### config.mk
export PLATFORM = sky130hd
export DESIGN_NAME = pgood_reset_gen
export DESIGN_NICKNAME = d
export VERILOG_FILES = /design/src/rtl/pgr_pkg.sv /design/src/rtl/pgr_sync.sv /design/src/rtl/pgr_channel.sv /design/src/rtl/pgood_reset_gen.sv
export SDC_FILE = /design/constraint.sdc
export NUM_CORES = 1
export LEC_CHECK = 0
export ABC_AREA = 0
export ABC_CLOCK_PERIOD_IN_PS = 2400
export CAP_MARGIN = 40
export CORE_MARGIN = 2
export CORE_UTILIZATION = 51
export CTS_BUF_LIST = sky130_fd_sc_hd__clkbuf_8
export CTS_CLUSTER_SIZE = 10
export DETAILED_ROUTE_END_ITERATION = 10
export DONT_BUFFER_PORTS = 1
export MAX_ROUTING_LAYER = met4
export PLACE_DENSITY_LB_ADDON = 0.12
export SLEW_MARGIN = 20
export SYNTH_ARGS = -nofsm -noshare
export SYNTH_HDL_FRONTEND = slang
export SYNTH_SLANG_ARGS = --single-unit
### constraint.sdc
create_clock -name clk -period 2.4 [get_ports clk]
set_input_delay 0.24 -clock clk [delete_from_list [all_inputs] [get_ports clk]]
set_output_delay 0.24 -clock clk [all_outputs]
set_load 0.01 [all_outputs]
### src/rtl/pgr_pkg.sv
package pgr_pkg;

    typedef enum logic {
        CH_HOLD = 1'b0,
        CH_RUN  = 1'b1
    } ch_state_e;

    typedef struct packed {
        logic en;
        logic good;
    } ch_in_t;

    function automatic int cnt_bits(input int n);
        return (n < 2) ? 1 : $clog2(n);
    endfunction

endpackage

### src/rtl/pgr_sync.sv
module pgr_sync #(
    parameter int STAGES = 2
) (
    input  logic clk,
    input  logic rst,
    input  logic d,
    output logic q
);
    logic [STAGES-1:0] chain;

    always_ff @(posedge clk) begin
        if (rst) chain <= '0;
        else     chain <= {chain[STAGES-2:0], d};
    end

    assign q = chain[STAGES-1];
endmodule

### src/rtl/pgr_channel.sv
module pgr_channel
    import pgr_pkg::*;
#(
    parameter int FILT_TICKS = 100,
    parameter int DLY_TICKS  = 2020,
    parameter int CW         = 12
) (
    input  logic   clk,
    input  logic   rst,
    input  logic   tick,
    input  ch_in_t cin,
    output logic   rst_n
);
    localparam logic [CW-1:0] FILT_LAST = CW'(FILT_TICKS - 1);
    localparam logic [CW-1:0] DLY_LAST  = CW'(DLY_TICKS - 1);

    ch_state_e       state, state_nxt;
    logic [CW-1:0]   cnt, cnt_nxt;

    always_comb begin
        state_nxt = state;
        cnt_nxt   = cnt;
        if (!cin.en) begin
            state_nxt = CH_HOLD;
            cnt_nxt   = '0;
        end else begin
            case (state)
                CH_HOLD: begin
                    if (!cin.good) begin
                        cnt_nxt = '0;
                    end else if (tick) begin
                        if (cnt == DLY_LAST) begin
                            state_nxt = CH_RUN;
                            cnt_nxt   = '0;
                        end else begin
                            cnt_nxt = cnt + 1'b1;
                        end
                    end
                end
                CH_RUN: begin
                    if (cin.good) begin
                        cnt_nxt = '0;
                    end else if (tick) begin
                        if (cnt == FILT_LAST) begin
                            state_nxt = CH_HOLD;
                            cnt_nxt   = '0;
                        end else begin
                            cnt_nxt = cnt + 1'b1;
                        end
                    end
                end
                default: begin
                    state_nxt = CH_HOLD;
                    cnt_nxt   = '0;
                end
            endcase
        end
    end

    always_ff @(posedge clk) begin
        if (rst) begin
            state <= CH_HOLD;
            cnt   <= '0;
        end else begin
            state <= state_nxt;
            cnt   <= cnt_nxt;
        end
    end

    assign rst_n = (state == CH_RUN) && cin.en;
endmodule

### src/rtl/pgood_reset_gen.sv
module pgood_reset_gen
    import pgr_pkg::*;
#(
    parameter int NUM_CH      = 4,
    parameter int SYNC_STAGES = 2,
    parameter int FILT_TICKS  = 100,
    parameter int DLY_TICKS   = 2020
) (
    input  logic              clk,
    input  logic              rst,
    input  logic              tick,
    input  logic [NUM_CH-1:0] ch_good,
    input  logic [NUM_CH-1:0] ch_en,
    output logic [NUM_CH-1:0] rst_n_out
);
    localparam int MAX_TICKS = (FILT_TICKS > DLY_TICKS) ? FILT_TICKS : DLY_TICKS;
    localparam int CW        = cnt_bits(MAX_TICKS);

    logic [NUM_CH-1:0] good_s;

    for (genvar i = 0; i < NUM_CH; i++) begin : g_ch
        ch_in_t cin;

        pgr_sync #(.STAGES(SYNC_STAGES)) u_sync (
            .clk (clk),
            .rst (rst),
            .d   (ch_good[i]),
            .q   (good_s[i])
        );

        assign cin.en   = ch_en[i];
        assign cin.good = good_s[i];

        pgr_channel #(
            .FILT_TICKS (FILT_TICKS),
            .DLY_TICKS  (DLY_TICKS),
            .CW         (CW)
        ) u_chan (
            .clk   (clk),
            .rst   (rst),
            .tick  (tick),
            .cin   (cin),
            .rst_n (rst_n_out[i])
        );
    end
endmodule

==> results of run 1 <==
==> worst paths after layout <==
kind	from	end	slack, ns	depth (start not counted)
setup reg to reg	g_ch[3].u_chan.cnt[0]$_SDFFE_PP0P_	g_ch[3].u_chan.cnt[2]$_SDFFE_PP0P_	0.36	5
setup / recovery	g_ch[3].u_chan.cnt[0]$_SDFFE_PP0P_	g_ch[3].u_chan.cnt[2]$_SDFFE_PP0P_	0.36	5
hold / removal	ch_good[3]	g_ch[3].u_sync.chain[0]$_SDFF_PP0_	0.05	1
hold reg to reg	g_ch[2].u_sync.chain[0]$_SDFF_PP0_	g_ch[2].u_sync.chain[1]$_SDFF_PP0_	0.45	1
==> per-stage QoR <==
stage / util, % / hold slack (ns)
final: 56.2 / 0.0535
after global routing: 56.2 / 0.0568
after CTS: 56.2 / 0.0474
after detailed placement: 53.8 / 0.317
after global placement: 53.8 / 0.316
after floorplan: - / 0.368
==> flip-flops by register name, indices dropped and copies added, names as in the netlist <==
register and cells:
g_ch.u_chan.state 4, g_ch.u_sync.chain 8, g_ch.u_chan.cnt 44
==> worst max-delay path, stage by stage, from the launching register on <==
cell,delay [ns]
dfxtp_1,0.45
ha_1,0.29
nor4b_2,0.45
a41oi_1,0.24
mux2i_2,0.40
nor3_1,0.10
==> kinds of logic after synthesis <==
group           share of synthesized area, %
xor+xnor                                8.81
compound gates                          20.7
fa+ha+maj                               1.71
mux                                     1.15
simple gates                            25.6
buf+inv                                 3.72
flops                                   38.3
==> final cells by class <==
class | instances | share of cell area [%]
inverter | 7 | 0.849
timing repair buffer | 5 | 1.29
clock inverter | 2 | 1.25
tap | 72 | 2.91
multi-input combinational | 244 | 54.8
sequential | 56 | 36.2
clock buffer | 6 | 2.67
==> routing by layer <==
metal / up-vias / global-route usage, % / wire length [um] / part of all wire, %
li1: 1219 / - / - / -
met5: - / - / 0 / 0
met4: 0 / 5.93 / 68 / 1.2
met3: 7 / 2.71 / 118 / 2.1
met1: 1106 / 26.1 / 2830 / 49
met2: 27 / 32.2 / 2710 / 47
==> cells in the mapped netlist (6+ instances only) <==
cell type and instances:
dfxtp_1 56, xor2_1 22, nor3_1 21, o2111ai_1 18, o21ai_0 17, nand2_1 15, nor2b_1 12, nand3_1 11
nor2_1 11, or3_1 11, and2_1 10, a21oi_1 9, and3_1 9, a31oi_1 8, inv_1 7, a211oi_1 6
buf_2 6, o211ai_1 6
==> repair_timing <==
action,in CTS,in global routing
endpoints found under the hold margin,8,0
setup buffers,0,0
gates resized for setup,0,0
hold buffers,1,0
==> power breakdown <==
| group | switching, uW | total (uW) | internal, uW | leakage [uW] |
|---|---|---|---|---|
| Clock | 315 | 657 | 342 | 0.0000614 |
| Sequential | 6.90 | 943 | 936 | 0.000453 |
| Combinational | 28.9 | 46.2 | 17.3 | 0.000419 |
==> results.toml, run 1 <==
[global_routing]
first_global_vias = 2172
grt_max_degree = 42
antenna_found_initial = 0
grt_overflow = 0
grtUsageTotal_pct = 19.9
grt_pass1_wl_um = 9880

[critical_path]
end_kind = "register"
criticalPathCategory = "reg2reg"
worstSetupStartpointType = "register"
critPathMaxFanout = 7
worstPathRequired_ns = 2.59
worstPathArrival_ns = 2.23

[timing]
fmax_ghz = 0.491
finalSetupTns_ns = 0
worst_clock_skew_ns = 0.0131
finalCriticalPeriod_ns = 2.04
period_share_pct = 84.9
relSlewSlack_pct = 59.5
slew_viol_final = 0
setup_slack_ns = 0.362
rsz0062_at_grt = "false"
hold_viol = 0
setup_violations = 0
worstMarginPinSlew_ns = 0.590

[detailed_routing]
drt_iter0_markers = 101
avgViaCountPerCell = 6.02
drtAntennaViolNets = 0
routedWlPerCell_um = 14.6
vias = 2359
drt_wl_total_um = 5730
dr.pass1.iters = 4
drcViolationCount = 0

[final_layout]
multi_input_area_mm2 = 0.00170
num_antenna_cells = 0
fillers = 512
nets = 334
final_common_cell = "dfxtp_1"
area_growth_pct = 5.77
final_cell_mix = "dfxtp_1, xor2_1, nor3_1, o2111ai_1, o21ai_0"
drive_gt1_share_pct = 7.81
regArea_mm2 = 0.00112
instances_no_fill = 392
fin_area_mm2 = 0.00309

[yosys]
synthTopCellsByArea = "dfxtp_1, xor2_1, o2111ai_1"
synthesis.area_mm2 = 0.00293
synth_top_area_share_pct = 38.3
netlist-cell-type-count = 46
synthArstFlopShare_pct = 0
synth_ff_type = "dfxtp_1"
synth-seq-area-share_pct = 38.3
synthCells = 323
ys_warn_count = 0
synth_top_area_cell = "dfxtp_1"
ys_seq_elements = 56
synth_fp_nets = 338
synth_edf_count = 0
avgSynthCellArea_um2 = 9.06

[place]
placed_cells = 383
port_buffers = 0
pre_cts_ws_ns = 0.369
placed_area_mm2 = 0.00296
post-dp-hpwl_um = 4010
gp_congestion = 0.844

[floorplanning]
die_h_um = 79.7
die_w_um = 79.7
design.die.area_mm2 = 0.00636
placementRows = 27
initial_core_util_pct = 53.1
coreArea_mm2 = 0.00551
ios = 15

[clock_network]
ctsRootBufferMaster = "clkbuf_8"
clock-sinks = 56
clk_latency_ns = 0.31
h-tree-depth = 2
cts_tree = "done"
clockBufferDepth = 2
cts.clk_slew.worst_paths_ns = 0.10
cts_buffers = 5

[power_and_ir_drop]
ir_drop_mv = 0.390
power.total_uw = 1650
leakagePower_uw = 0.000933
pwr_density_cell_mw_per_mm2 = 532

[outcome]
status = "complete, no violations"

[run]
max_cap_violations = 0

[hold_path]
hp-class = "in2reg"
Note: power is estimated with default switching activity, not from simulation.
==> inputs of run 2 (changes only) <==
--- a/config.mk
+++ b/config.mk
@@ -6,7 +6,7 @@
 export NUM_CORES = 1
 export LEC_CHECK = 0
 export ABC_AREA = 0
-export ABC_CLOCK_PERIOD_IN_PS = 2400
+export ABC_CLOCK_PERIOD_IN_PS = 1900
 export CAP_MARGIN = 40
 export CORE_MARGIN = 2
 export CORE_UTILIZATION = 51
==> constraint.sdc (replaced) <==
create_clock -name clk -period 1.9 [get_ports clk]
set_input_delay 0.19 -clock clk [delete_from_list [all_inputs] [get_ports clk]]
set_output_delay 0.19 -clock clk [all_outputs]
set_load 0.01 [all_outputs]
==> results.toml, run 2 (synthesis results as in run 1) <==
[outcome]
status = "complete, no violations"

[floorplanning]
initial_core_util_pct = 53.1
die_h_um = 79.7
design.die.area_mm2 = 0.00636
placementRows = 27
die_w_um = 79.7
ios = 15
coreArea_mm2 = 0.00551

[critical_path]
worstPathArrival_ns = 1.96
end_kind = "register"
worstSetupStartpointType = "register"
critPathMaxFanout = 7
r2r-start = "g_ch[3].u_chan.cnt[0]$_SDFFE_PP0P_"
ff2ff_path_depth = 6
criticalPathCategory = "reg2reg"
worstPathRequired_ns = 2.09
r2r_setup_slack_ns = 0.13
timing.rr.end = "g_ch[3].u_chan.cnt[6]$_SDFFE_PP0P_"

[clock_network]
clock-sinks = 56
clk_latency_ns = 0.32
h-tree-depth = 2
cts_buffers = 5
ctsRootBufferMaster = "clkbuf_8"
ctsResizeCount = 0
clockBufferDepth = 2
cts_tree = "done"
cts.clk_slew.worst_paths_ns = 0.11

[timing]
slew_viol_final = 0
worst_clock_skew_ns = 0.0163
finalCriticalPeriod_ns = 1.77
finalSetupTns_ns = 0
relSlewSlack_pct = 65.9
setup_violations = 0
period_share_pct = 93.0
setup_slack_ns = 0.132
rsz0062_at_grt = "false"
fmax_ghz = 0.566
hold_viol = 0
worstMarginPinSlew_ns = 0.511

[global_routing]
grt_overflow = 0
grt_max_degree = 42
grt_pass1_wl_um = 10400
antenna_found_initial = 0
first_global_vias = 2328
grtUsageTotal_pct = 20.8

[final_layout]
final_cell_mix = "dfxtp_1, xor2_1, nor3_1, o2111ai_1, o21ai_0"
multi_input_area_mm2 = 0.00170
nets = 345
num_antenna_cells = 0
fillers = 503
area_growth_pct = 8.51
drive_gt1_share_pct = 9.97
largest_reg_flops = 44
final_common_cell = "dfxtp_1"
top_register = "g_ch.u_chan.cnt"
largestRegisters = "g_ch.u_chan.cnt: 44 flops, g_ch.u_sync.chain: 8 flops, g_ch.u_chan.state: 4 flops"
regArea_mm2 = 0.00112

[place]
pre_cts_ws_ns = 0.130
post-dp-hpwl_um = 4110
gp_congestion = 0.868
port_buffers = 0

[power_and_ir_drop]
ir_drop_mv = 0.351
combPwrFrac_pct = 3.4
switching_share_pct = 21.9
leakagePower_uw = 0.000979
p_seq_share_pct = 58.0
p_int_uw = 1600
p_clk_share_pct = 38.6
netSwitchingPower_uw = 448
pwr_density_cell_mw_per_mm2 = 646

[hold_path]
hold_path_startpoint = "ch_good[1]"
holdPathStages = 1
holdPathEnd = "g_ch[1].u_sync.chain[0]$_SDFF_PP0_"
hp-class = "in2reg"

[detailed_routing]
drtAntennaViolNets = 0
drt_wl_total_um = 6020
avgViaCountPerCell = 6.10
routedWlPerCell_um = 14.9
dr.pass1.iters = 6
drt_iter0_markers = 133
drcViolationCount = 0
vias = 2459

[run]
max_cap_violations = 0
run 2: cell count changes in the layout (fill, tap and decap cells not counted), sizes merged:
| cell | before | now |
|---|---|---|
| clkinvlp | 0 | 1 |
| buf | 4 | 12 |
| clkbuf | 6 | 5 |
| dlygate4sd3 | 1 | 4 |
run 2: worst max-delay path, cell delays in order, from the launching register on:
cell and delay, ns:
dfxtp_1 0.35, ha_1 0.17, nor4b_2 0.29, buf_4 0.19
a41oi_1 0.13, mux2i_2 0.41, nor3_1 0.11
run 2: area by class of cell:
| type | count | share of cell area [%] |
|---|---|---|
| repair buffers | 16 | 4.10 |
| well taps | 72 | 2.84 |
| clock inverters | 3 | 1.34 |
| inverters | 7 | 0.828 |
| clock buffers | 5 | 2.17 |
| multi-input cells | 244 | 53.4 |
| flip-flops and latches | 56 | 35.3 |
run 2: worst max-delay path by stage:
| stage | from | slack, ns | endpoint | cells after the start |
|---|---|---|---|---|
| after global routing | g_ch[1].u_chan.cnt[0]$_SDFFE_PP0P_ | 0.01 | g_ch[1].u_chan.cnt[8]$_SDFFE_PP0P_ | 5 |
| after CTS | g_ch[3].u_chan.cnt[1]$_SDFFE_PP0P_ | 0.12 | g_ch[3].u_chan.cnt[2]$_SDFFE_PP0P_ | 6 |
| final | g_ch[3].u_chan.cnt[0]$_SDFFE_PP0P_ | 0.13 | g_ch[3].u_chan.cnt[6]$_SDFFE_PP0P_ | 6 |
| after detailed placement | g_ch[3].u_chan.cnt[1]$_SDFFE_PP0P_ | 0.13 | g_ch[3].u_chan.cnt[6]$_SDFFE_PP0P_ | 6 |
| after floorplan | g_ch[3].u_chan.cnt[0]$_SDFFE_PP0P_ | 0.14 | g_ch[3].u_chan.cnt[2]$_SDFFE_PP0P_ | 5 |
| after global placement | g_ch[3].u_chan.cnt[0]$_SDFFE_PP0P_ | 0.23 | g_ch[3].u_chan.cnt[5]$_SDFFE_PP0P_ | 6 |
run 2: power by group through the flow:
stage,Clock [uW],Combinational [uW],Sequential (uW)
floorplan,0,57.9,1220
detailed placement,0,59.6,1220
global route,862,77.2,1190
finish,791,69.8,1190
global placement,0,59.7,1220
CTS,820,69.2,1190
run 2: routing by layer:
layer	wire (um)	global-route usage (%)	part of all wire, %	up-vias
li1	-	-	-	1241
met1	2980	26.7	49	1172
met2	2770	33.3	46	39
met3	202	3.96	3.4	7
met4	70	7.12	1.2	0
met5	0	-	0	-
run 2: stage by stage:
stage,cells,hold slack (ns),total power (uW),area [um2],util [%]
CTS,403,0.0274,2080,3170,57.6
finish,403,0.0365,2050,3170,57.6
global route,403,0.0198,2130,3170,57.6
detailed placement,391,0.265,1280,3020,54.9
global placement,391,0.265,1280,3020,54.9
floorplan,323,0.318,1270,2930,-
run 2: what timing repair did:
item | 4_1_cts | 5_1_grt
hold endpoints to repair | 8 | 0
hold buffers | 4 | 0
buffers inserted | 0 | 0
==> inputs of run 3 (changes only) <==
--- a/config.mk
+++ b/config.mk
@@ -11,11 +11,11 @@
 export CORE_MARGIN = 2
 export CORE_UTILIZATION = 51
 export CTS_BUF_LIST = sky130_fd_sc_hd__clkbuf_8
-export CTS_CLUSTER_SIZE = 10
+export CTS_CLUSTER_SIZE = 25
 export DETAILED_ROUTE_END_ITERATION = 10
 export DONT_BUFFER_PORTS = 1
 export MAX_ROUTING_LAYER = met4
-export PLACE_DENSITY_LB_ADDON = 0.12
+export PLACE_DENSITY = 0.66
 export SLEW_MARGIN = 20
 export SYNTH_ARGS = -nofsm -noshare
 export SYNTH_HDL_FRONTEND = slang
==> results.toml, run 3 (synthesis results as in run 1) <==
[outcome]
status = "complete, no violations"

[critical_path]
worstSetupStartpointType = "register"
criticalPathCategory = "reg2reg"
critPathMaxFanout = 5
ff2ff_path_depth = 5
end_kind = "register"
r2r_setup_slack_ns = 0.19
worstPathRequired_ns = 2.09
worstPathArrival_ns = 1.90

[timing]
slew_viol_final = 0
finalSetupTns_ns = 0
finalCriticalPeriod_ns = 1.71
worst_clock_skew_ns = 0.00900
setup_violations = 0
hold_viol = 0
fmax_ghz = 0.585
rsz0062_at_grt = "false"
period_share_pct = 89.9
relSlewSlack_pct = 62.8
worstMarginPinSlew_ns = 0.554

[floorplanning]
die_h_um = 79.7
placementRows = 27
design.die.area_mm2 = 0.00636
die_w_um = 79.7
initial_core_util_pct = 53.1
coreArea_mm2 = 0.00551
ios = 15

[power_and_ir_drop]
leakagePower_uw = 0.000965
ir_drop_mv = 0.401
p_int_uw = 1460
p_clk_share_pct = 32.6
switching_share_pct = 22.0
combPwrFrac_pct = 3.7
netSwitchingPower_uw = 410
pwr_density_cell_mw_per_mm2 = 596
p_seq_share_pct = 63.7

[detailed_routing]
dr.pass1.iters = 4
vias = 2455
drcViolationCount = 0
drtAntennaViolNets = 0
drt_wl_total_um = 5870
drt_iter0_markers = 155
routedWlPerCell_um = 14.7
avgViaCountPerCell = 6.14

[final_layout]
fin_area_mm2 = 0.00313
drive_gt1_share_pct = 9.15
largest_reg_flops = 44
largestRegisters = "g_ch.u_chan.cnt: 44 flops, g_ch.u_sync.chain: 8 flops, g_ch.u_chan.state: 4 flops"
final_util_pct = 56.9
nets = 343
regArea_mm2 = 0.00112
area_growth_pct = 7.06
fillers = 507
multi_input_area_mm2 = 0.00170
num_antenna_cells = 0
top_register = "g_ch.u_chan.cnt"
final_cell_mix = "dfxtp_1, xor2_1, nor3_1, o2111ai_1, o21ai_0"
final_common_cell = "dfxtp_1"

[hold_path]
hp-class = "in2reg"
holdPathStages = 1

[global_routing]
grt_max_degree = 42
antenna_found_initial = 0
grt_overflow = 0
grt_pass1_wl_um = 10100
first_global_vias = 2244
grtUsageTotal_pct = 20.2

[clock_network]
clock-sinks = 56
cts_buffers = 5
h-tree-depth = 2
clockBufferDepth = 2
clk_latency_ns = 0.30
cts_tree = "done"
cts.clk_slew.worst_paths_ns = 0.10
post-cts-setup-buffers = 0
ctsRootBufferMaster = "clkbuf_8"

[run]
max_cap_violations = 0

[place]
gp_congestion = 0.883
port_buffers = 0
post-dp-hpwl_um = 4020
placed_area_mm2 = 0.00302
## run 3: worst paths after layout
kind	endpoint	start
setup / recovery	g_ch[1].u_chan.cnt[7]$_SDFFE_PP0P_	g_ch[1].u_chan.cnt[0]$_SDFFE_PP0P_
hold / removal	g_ch[0].u_sync.chain[0]$_SDFF_PP0_	ch_good[0]
setup reg to reg	g_ch[1].u_chan.cnt[7]$_SDFFE_PP0P_	g_ch[1].u_chan.cnt[0]$_SDFFE_PP0P_
hold reg to reg	g_ch[2].u_sync.chain[1]$_SDFF_PP0_	g_ch[2].u_sync.chain[0]$_SDFF_PP0_
## run 3: routing by layer
layer	up-vias	GRT usage (%)	part of all wire [%]
li1	1244	-	-
met1	1152	26.9	49
met2	51	31.0	46
met3	8	4.86	4.1
met4	0	5.42	1.2
met5	-	-	0
## run 3: power groups by stage
stage	sequential (uW)	clock [uW]	combinational, uW
2_1_floorplan	1220	0	57.9
3_3_place_gp	1220	0	59.4
3_5_place_dp	1220	0	59.7
4_1_cts	1190	638	67.0
5_1_grt	1190	688	76.4
6_report	1190	608	68.9
## run 3: layout make-up
type	count	share of cell area, %
clock buffer	5	2.20
multi-input combinational	244	54.4
clock inverter	2	0.280
tap	72	2.88
sequential	56	35.8
inverter	7	0.839
timing repair buffer	14	3.60
## run 3: worst max-delay path, stage by stage, from the launching register on
cell and delay (ns):
dfxtp_1 0.38, ha_1 0.25, nor4b_4 0.31, a311oi_1 0.20
o21ai_1 0.30, o211ai_1 0.14
## run 3: what timing repair did
item                                    CTS  global route
endpoints found under the setup margin    0             2
endpoints found under the hold margin     8             1
resized for setup                         0             1
hold buffers                              2             1
## run 3: stage by stage
step	total power, uW	cells	hold slack (ns)	worst slack (ns)
after floorplan	1270	323	0.318	0.142
after global placement	1280	390	0.264	0.206
after detailed placement	1280	390	0.266	0.173
after CTS	1890	399	0.000865	0.154
after global routing	1960	400	0.0300	0.0253
final	1870	400	0.0279	0.192
